==> src/rtl/snand_bringup.sv <==
module snand_bringup #(
  parameter int CLK_DIV        = 4,
  parameter int TIMEOUT_CYCLES = 80_000_000
) (
  input  logic        clk,
  input  logic        rst_n,
  input  logic        start,
  input  logic [4:0]  ctrl_caps,
  input  logic [4:0]  dev_modes,
  output logic        done,
  output logic [1:0]  err_code,
  output logic [7:0]  status_byte,
  output logic [31:0] id_bytes,
  output logic [7:0]  rd_opcode,
  output logic [7:0]  wr_opcode,
  output logic        spi_sclk,
  output logic        spi_cs_n,
  output logic        spi_mosi,
  input  logic        spi_miso
);

  localparam int DIV_W = (CLK_DIV > 2) ? $clog2(CLK_DIV) : 1;
  localparam int HALF  = CLK_DIV / 2;
  localparam int TMR_W = $clog2(TIMEOUT_CYCLES + 1);
  localparam logic [DIV_W-1:0] DIV_LAST = DIV_W'(CLK_DIV - 1);
  localparam logic [DIV_W-1:0] DIV_RISE = DIV_W'(HALF - 1);
  localparam logic [TMR_W-1:0] TMR_LIM  = TMR_W'(TIMEOUT_CYCLES);

  typedef enum logic [1:0] {ST_IDLE, ST_FRAME, ST_GAP} state_t;
  typedef enum logic [1:0] {SP_RST, SP_POLL, SP_ID, SP_UNLOCK} step_t;

  state_t           state;
  step_t            step;
  logic [DIV_W-1:0] div_cnt;
  logic [2:0]       bit_cnt;
  logic [2:0]       byte_idx;
  logic [7:0]       txsh;
  logic [7:0]       rxsh;
  logic [TMR_W-1:0] tmr;
  logic             final_chk;

  function automatic logic [7:0] tx_byte(step_t s, logic [2:0] i);
    case (s)
      SP_RST:  return 8'hFF;
      SP_POLL: return (i == 3'd0) ? 8'h0F : (i == 3'd1) ? 8'hC0 : 8'h00;
      SP_ID:   return (i == 3'd0) ? 8'h9F : 8'h00;
      default: return (i == 3'd0) ? 8'h1F : (i == 3'd1) ? 8'hA0 : 8'h00;
    endcase
  endfunction

  function automatic logic [2:0] last_idx(step_t s);
    case (s)
      SP_RST:  return 3'd0;
      SP_ID:   return 3'd4;
      default: return 3'd2;
    endcase
  endfunction

  logic [4:0] shared;
  logic [7:0] rd_pick;
  logic [7:0] wr_pick;
  assign shared  = ctrl_caps & dev_modes;
  assign wr_pick = shared[4] ? 8'h32 : 8'h02;

  always_comb begin
    if (shared[3])      rd_pick = 8'hEB;
    else if (shared[2]) rd_pick = 8'h6B;
    else if (shared[1]) rd_pick = 8'hBB;
    else if (shared[0]) rd_pick = 8'h3B;
    else                rd_pick = 8'h0B;
  end

  logic  gap_end, tmr_out;
  logic  launch, fin_ok, fin_err, arm_final;
  step_t nstep;
  assign gap_end = (state == ST_GAP) && (div_cnt == DIV_LAST);
  assign tmr_out = (tmr == TMR_LIM);

  always_comb begin
    launch    = 1'b0;
    fin_ok    = 1'b0;
    fin_err   = 1'b0;
    arm_final = 1'b0;
    nstep     = step;
    if (state == ST_IDLE && start) begin
      launch = 1'b1;
      nstep  = SP_RST;
    end else if (gap_end) begin
      case (step)
        SP_RST: begin launch = 1'b1; nstep = SP_POLL; end
        SP_POLL:
          if (!status_byte[0]) begin
            launch = 1'b1; nstep = SP_ID;
          end else if (final_chk) begin
            fin_err = 1'b1;
          end else begin
            launch = 1'b1; nstep = SP_POLL; arm_final = tmr_out;
          end
        SP_ID:   begin launch = 1'b1; nstep = SP_UNLOCK; end
        default: fin_ok = 1'b1;
      endcase
    end
  end

  assign spi_mosi = !spi_cs_n && txsh[7];

  always_ff @(posedge clk or negedge rst_n) begin
    if (!rst_n) begin
      state       <= ST_IDLE;
      step        <= SP_RST;
      div_cnt     <= '0;
      bit_cnt     <= '0;
      byte_idx    <= '0;
      txsh        <= '0;
      rxsh        <= '0;
      tmr         <= '0;
      final_chk   <= 1'b0;
      done        <= 1'b0;
      err_code    <= 2'd0;
      status_byte <= '0;
      id_bytes    <= '0;
      rd_opcode   <= 8'h0B;
      wr_opcode   <= 8'h02;
      spi_sclk    <= 1'b0;
      spi_cs_n    <= 1'b1;
    end else begin
      done <= 1'b0;
      if (!tmr_out) tmr <= tmr + 1'b1;
      if (state == ST_IDLE && start) begin
        rd_opcode <= rd_pick;
        wr_opcode <= wr_pick;
        err_code  <= 2'd0;
        final_chk <= 1'b0;
      end
      if (arm_final) final_chk <= 1'b1;
      if (launch) begin
        state    <= ST_FRAME;
        step     <= nstep;
        spi_cs_n <= 1'b0;
        div_cnt  <= '0;
        bit_cnt  <= '0;
        byte_idx <= '0;
        txsh     <= tx_byte(nstep, 3'd0);
      end else if (fin_ok || fin_err) begin
        state    <= ST_IDLE;
        done     <= 1'b1;
        err_code <= fin_err ? 2'd1 : 2'd0;
      end else if (state == ST_GAP) begin
        div_cnt <= div_cnt + 1'b1;
      end else if (state == ST_FRAME) begin
        if (div_cnt == DIV_RISE) begin
          spi_sclk <= 1'b1;
          rxsh     <= {rxsh[6:0], spi_miso};
        end
        if (div_cnt == DIV_LAST) begin
          div_cnt  <= '0;
          spi_sclk <= 1'b0;
          if (bit_cnt == 3'd7) begin
            bit_cnt <= '0;
            if (step == SP_POLL && byte_idx == 3'd2) status_byte <= rxsh;
            if (step == SP_ID && byte_idx != 3'd0)  id_bytes    <= {id_bytes[23:0], rxsh};
            if (byte_idx == last_idx(step)) begin
              state    <= ST_GAP;
              spi_cs_n <= 1'b1;
              if (step == SP_RST) tmr <= '0;
            end else begin
              byte_idx <= byte_idx + 3'd1;
              txsh     <= tx_byte(step, byte_idx + 3'd1);
            end
          end else begin
            bit_cnt <= bit_cnt + 3'd1;
            txsh    <= {txsh[6:0], 1'b0};
          end
        end else begin
          div_cnt <= div_cnt + 1'b1;
        end
      end
    end
  end


  sclk_idle_chk: assert property (@(posedge clk) disable iff (!rst_n)
    spi_cs_n |-> !spi_sclk);


  mosi_hold_chk: assert property (@(posedge clk) disable iff (!rst_n)
    (spi_sclk && $past(spi_sclk)) |-> $stable(spi_mosi));


  cs_gap_chk: assert property (@(posedge clk) disable iff (!rst_n)
    $rose(spi_cs_n) |=> spi_cs_n);


  done_pulse_chk: assert property (@(posedge clk) disable iff (!rst_n)
    done |=> !done);


  opcode_hold_chk: assert property (@(posedge clk) disable iff (!rst_n)
    (state != ST_IDLE) |=> ($stable(rd_opcode) && $stable(wr_opcode)));


  err_quiet_chk: assert property (@(posedge clk) disable iff (!rst_n)
    (err_code == 2'd1) |-> spi_cs_n);

endmodule

==> config.mk <==
export PLATFORM = sky130hd
export DESIGN_NAME = snand_bringup
export DESIGN_NICKNAME = d
export VERILOG_FILES = /design/src/rtl/snand_bringup.sv
export SDC_FILE = /design/constraint.sdc
export NUM_CORES = 1
export LEC_CHECK = 0
export ABC_CLOCK_PERIOD_IN_PS = 7000
export BUFFER_PORTS_ARGS = -buffer_cell sky130_fd_sc_hd__buf_4
export CORE_AREA = 2 2 111 113
export CTS_CLUSTER_DIAMETER = 100
export DETAILED_ROUTE_END_ITERATION = 10
export DIE_AREA = 0 0 113 115
export PLACE_DENSITY_LB_ADDON = 0.05
export SLEW_MARGIN = 0
export SYNTH_ARGS = -nofsm -noshare
export SYNTH_HDL_FRONTEND = slang
export SYNTH_SLANG_ARGS = --single-unit
==> constraint.sdc <==
create_clock -name clk -period 7 [get_ports clk]
set_clock_uncertainty 0.05 [all_clocks]
set_input_delay 0 -clock clk [delete_from_list [all_inputs] [get_ports clk]]
set_output_delay 0 -clock clk [all_outputs]
set_load 0.02 [all_outputs]
==> qor.yml <==
vias: 3487
p_sw_frac: 0.326
critPathKind: "flop to flop"
period_needed_ns: 2.71
cts-root-buf: "clkbuf_16"
io_buffer_count: 65
internal_power_w: 0.00116
cts_setup_buffers: 0
nFillCells: 1099
switchingPower_w: 0.000563
antenna_found_initial: 0
synth.avg_cell_area_um2: 11.6
outcome: "finished with violations"
vias_per_cell: 5.20
synth_top_area_cell: "dfrtp_1"
clockBufferDepth: 2
wl_um: 10600
grt_pass1_wl_um: 17600
start_util: 0.440
drv_slew: 0
ys_types: 58
cts_sinks: 106
setup_viol: 0
die_area_mm2: 0.0130
cts_tree: "built"
netlist_area_mm2: 0.00520
fmax_ghz: 0.369
syn_inst: 450
wl_met3_um: 467
tns_ns: 0
grt_pass1_vias: 3329
r2r_cells: 6
start_kind: "flop"
boundaryPins: 76
cap_violations: 0
critPathMaxFanout: 32
cp.depth: 6
p_clk_frac: 0.300
cts_buffers: 9
failed_checks: "design-rule violations"
critPathRequiredTime_ns: 7.18
grt_setup_unrepaired: "false"
dr.max_layer_used: "met4"
htreeDepth: 3
slew_headroom: 0.317
grt-ovfl-total: 0
tightest_slew_ns: 1.02
hpwl_um: 7140
synth_ff_type: "dfrtp_1"
hold_slack_ns: 0.0526
async_flop_share: 1.00
clk_pin_slew_ns: 0.07
power_frac_comb: 0.225
crit_buf_inv: 1
dr.first_iter.drc_count: 211
power_density_mw_per_mm2: 281
finalNetCount: 544
crit_path_cell_trace: "ha_1, and3b_1, nand2_4, a2111oi_4, buf_4, mux2_2"
grt_usage: 0.171
row_count: 40
crit_arrival_ns: 2.90
wirelength_met1_um: 4950
ir_drop_mv: 0.175
fin_crit_sh: 0.387
cp-end-kind: "flop"
core_mm2: 0.0118
synth-edff-count: 0
yosys-top-cells-area: "dfrtp_1, mux2_4, mux2_2"
ant_nets: 0
hp-class: "input pin to asynchronous set/reset pin"
drive_gt1_frac: 0.288
num_antenna_cells: 0
wl_met2_um: 5140
power_frac_seq: 0.474
yosysTopAreaCellShare: 0.505
grt_start_max_net_pins: 79
cp_slowest_cell: "buf_4"
synth_commonest_cells: "dfrtp_1, nor2_1, mux2_4, nand2_1"
dieWidth_um: 113
fp.dieH_um: 115
power_leakage_nw: 2.91
synth-seq-cells: 106
ys_warn_count: 0
hold_viol_final: 0
syn_to_final_growth_pct: 18.1
path_delay_family: "buffers and inverters"
slowest_delay_ns: 0.52
drt-pass1-iter-count: 7
gp_congestion: 0.771
wire_per_inst_um: 15.8
seq_area_frac_synth: 0.510
yosysMostFrequentCell: "dfrtp_1"
worstSkewPairLatency_ns: 0.35
drc: 3
## power by group through the flow
stage | clock network [W] | registers (W) | logic (W)
after floorplan | 0 | 0.000790 | 0.000313
after global placement | 0 | 0.000828 | 0.000379
after detailed placement | 0 | 0.000830 | 0.000387
after global routing | 0.000560 | 0.000837 | 0.000435
final | 0.000518 | 0.000819 | 0.000389
after CTS | 0.000537 | 0.000818 | 0.000394
## sequential cells by signal, indices dropped and copies added (netlist names)
signal / flops
id_bytes: 32
tmr: 27
rxsh: 8
status_byte: 8
txsh: 8
rd_opcode: 4
bit_cnt: 3
byte_idx: 3
div_cnt: 2
err_code: 2
state: 2
step: 2
done: 1
final_chk: 1
spi_cs_n: 1
spi_sclk: 1
wr_opcode: 1
## metal layers
layer / global-route usage / up-vias
met5: 0 / -
li1: - / 1701
met2: 0.269 / 70
met1: 0.238 / 1714
met3: 0.0480 / 2
met4: 0.0390 / 0
## worst reg2reg max path, cell delays in order (launching register included)
cell       delay [ns]
dfrtp_1          0.45
ha_1             0.32
and3b_1          0.38
nand2_4          0.12
a2111oi_4        0.35
buf_4            0.53
mux2_2           0.40
## cell families (layout without fill, tap and decap cells)
kind of cell,count (synthesis),count (layout),share of synthesized area
compound gates,59,59,0.0806
xor+xnor,26,26,0.0438
fa+ha+maj,11,11,0.0265
buf+inv,43,109,0.0479
flops,106,106,0.510
mux,52,52,0.134
other cells,2,10,0.00144
simple gates,151,151,0.156
## placed cells by master, fill, tap and decap left out, types with 5 or more instances in the layout
cell / instances
mux2_2: 19
mux2_4: 30
dfrtp_1: 105
clkbuf_16: 9
inv_1: 14
nor3_2: 6
nand2_1: 28
xor2_1: 14
a21oi_1: 15
nor3_1: 9
o21ai_0: 12
nand3_1: 19
ha_1: 11
nand4_1: 9
nand2b_1: 5
buf_4: 68
dlygate4sd3_1: 11
nor2_1: 45
conb_1: 10
a31oi_1: 5
xnor2_1: 12
a21o_1: 5
## final timing paths
check | from | endpoint | slack [ns]
worst max-delay path | div_cnt[0] | id_bytes[0] | 4.29
worst max register to register | div_cnt[0] | id_bytes[0] | 4.29
worst min register to register | bit_cnt[2] | bit_cnt[2] | 0.44
worst min-delay path | rst_n | id_bytes[28] | 0.05
min in group clk | start | state[1] | 0.07
max in group asynchronous | rst_n | err_code[1] | 5.50
## area by class of cell
cell class | instances | area [um2] | share of cell area
Multi-Input combinational cell | 309 | 2330 | 0.379
Tap cell | 147 | 184 | 0.0300
Inverter | 14 | 52.6 | 0.00856
Sequential cell | 106 | 2650 | 0.432
Clock buffer | 9 | 225 | 0.0367
Clock inverter | 7 | 75.1 | 0.0122
Timing Repair Buffer | 79 | 621 | 0.101
## per-stage QoR
step                      worst slack (ns)  area [um2]  instances  total power (W)  utilization
after CTS                             4.27        6140        671          0.00175        0.520
after floorplan                       4.78        5230        458          0.00110            -
after global routing                  4.09        6140        671          0.00183        0.520
final                                 4.29        6140        671          0.00173        0.520
after detailed placement              4.28        5730        644          0.00122        0.485
after global placement                4.35        5730        644          0.00121        0.485
## what timing repair did
action	in CTS	in global routing
hold buffers	11	0
endpoints found under the hold margin	34	0
resized for setup	0	0
Note: power is estimated with default switching activity, not from simulation.
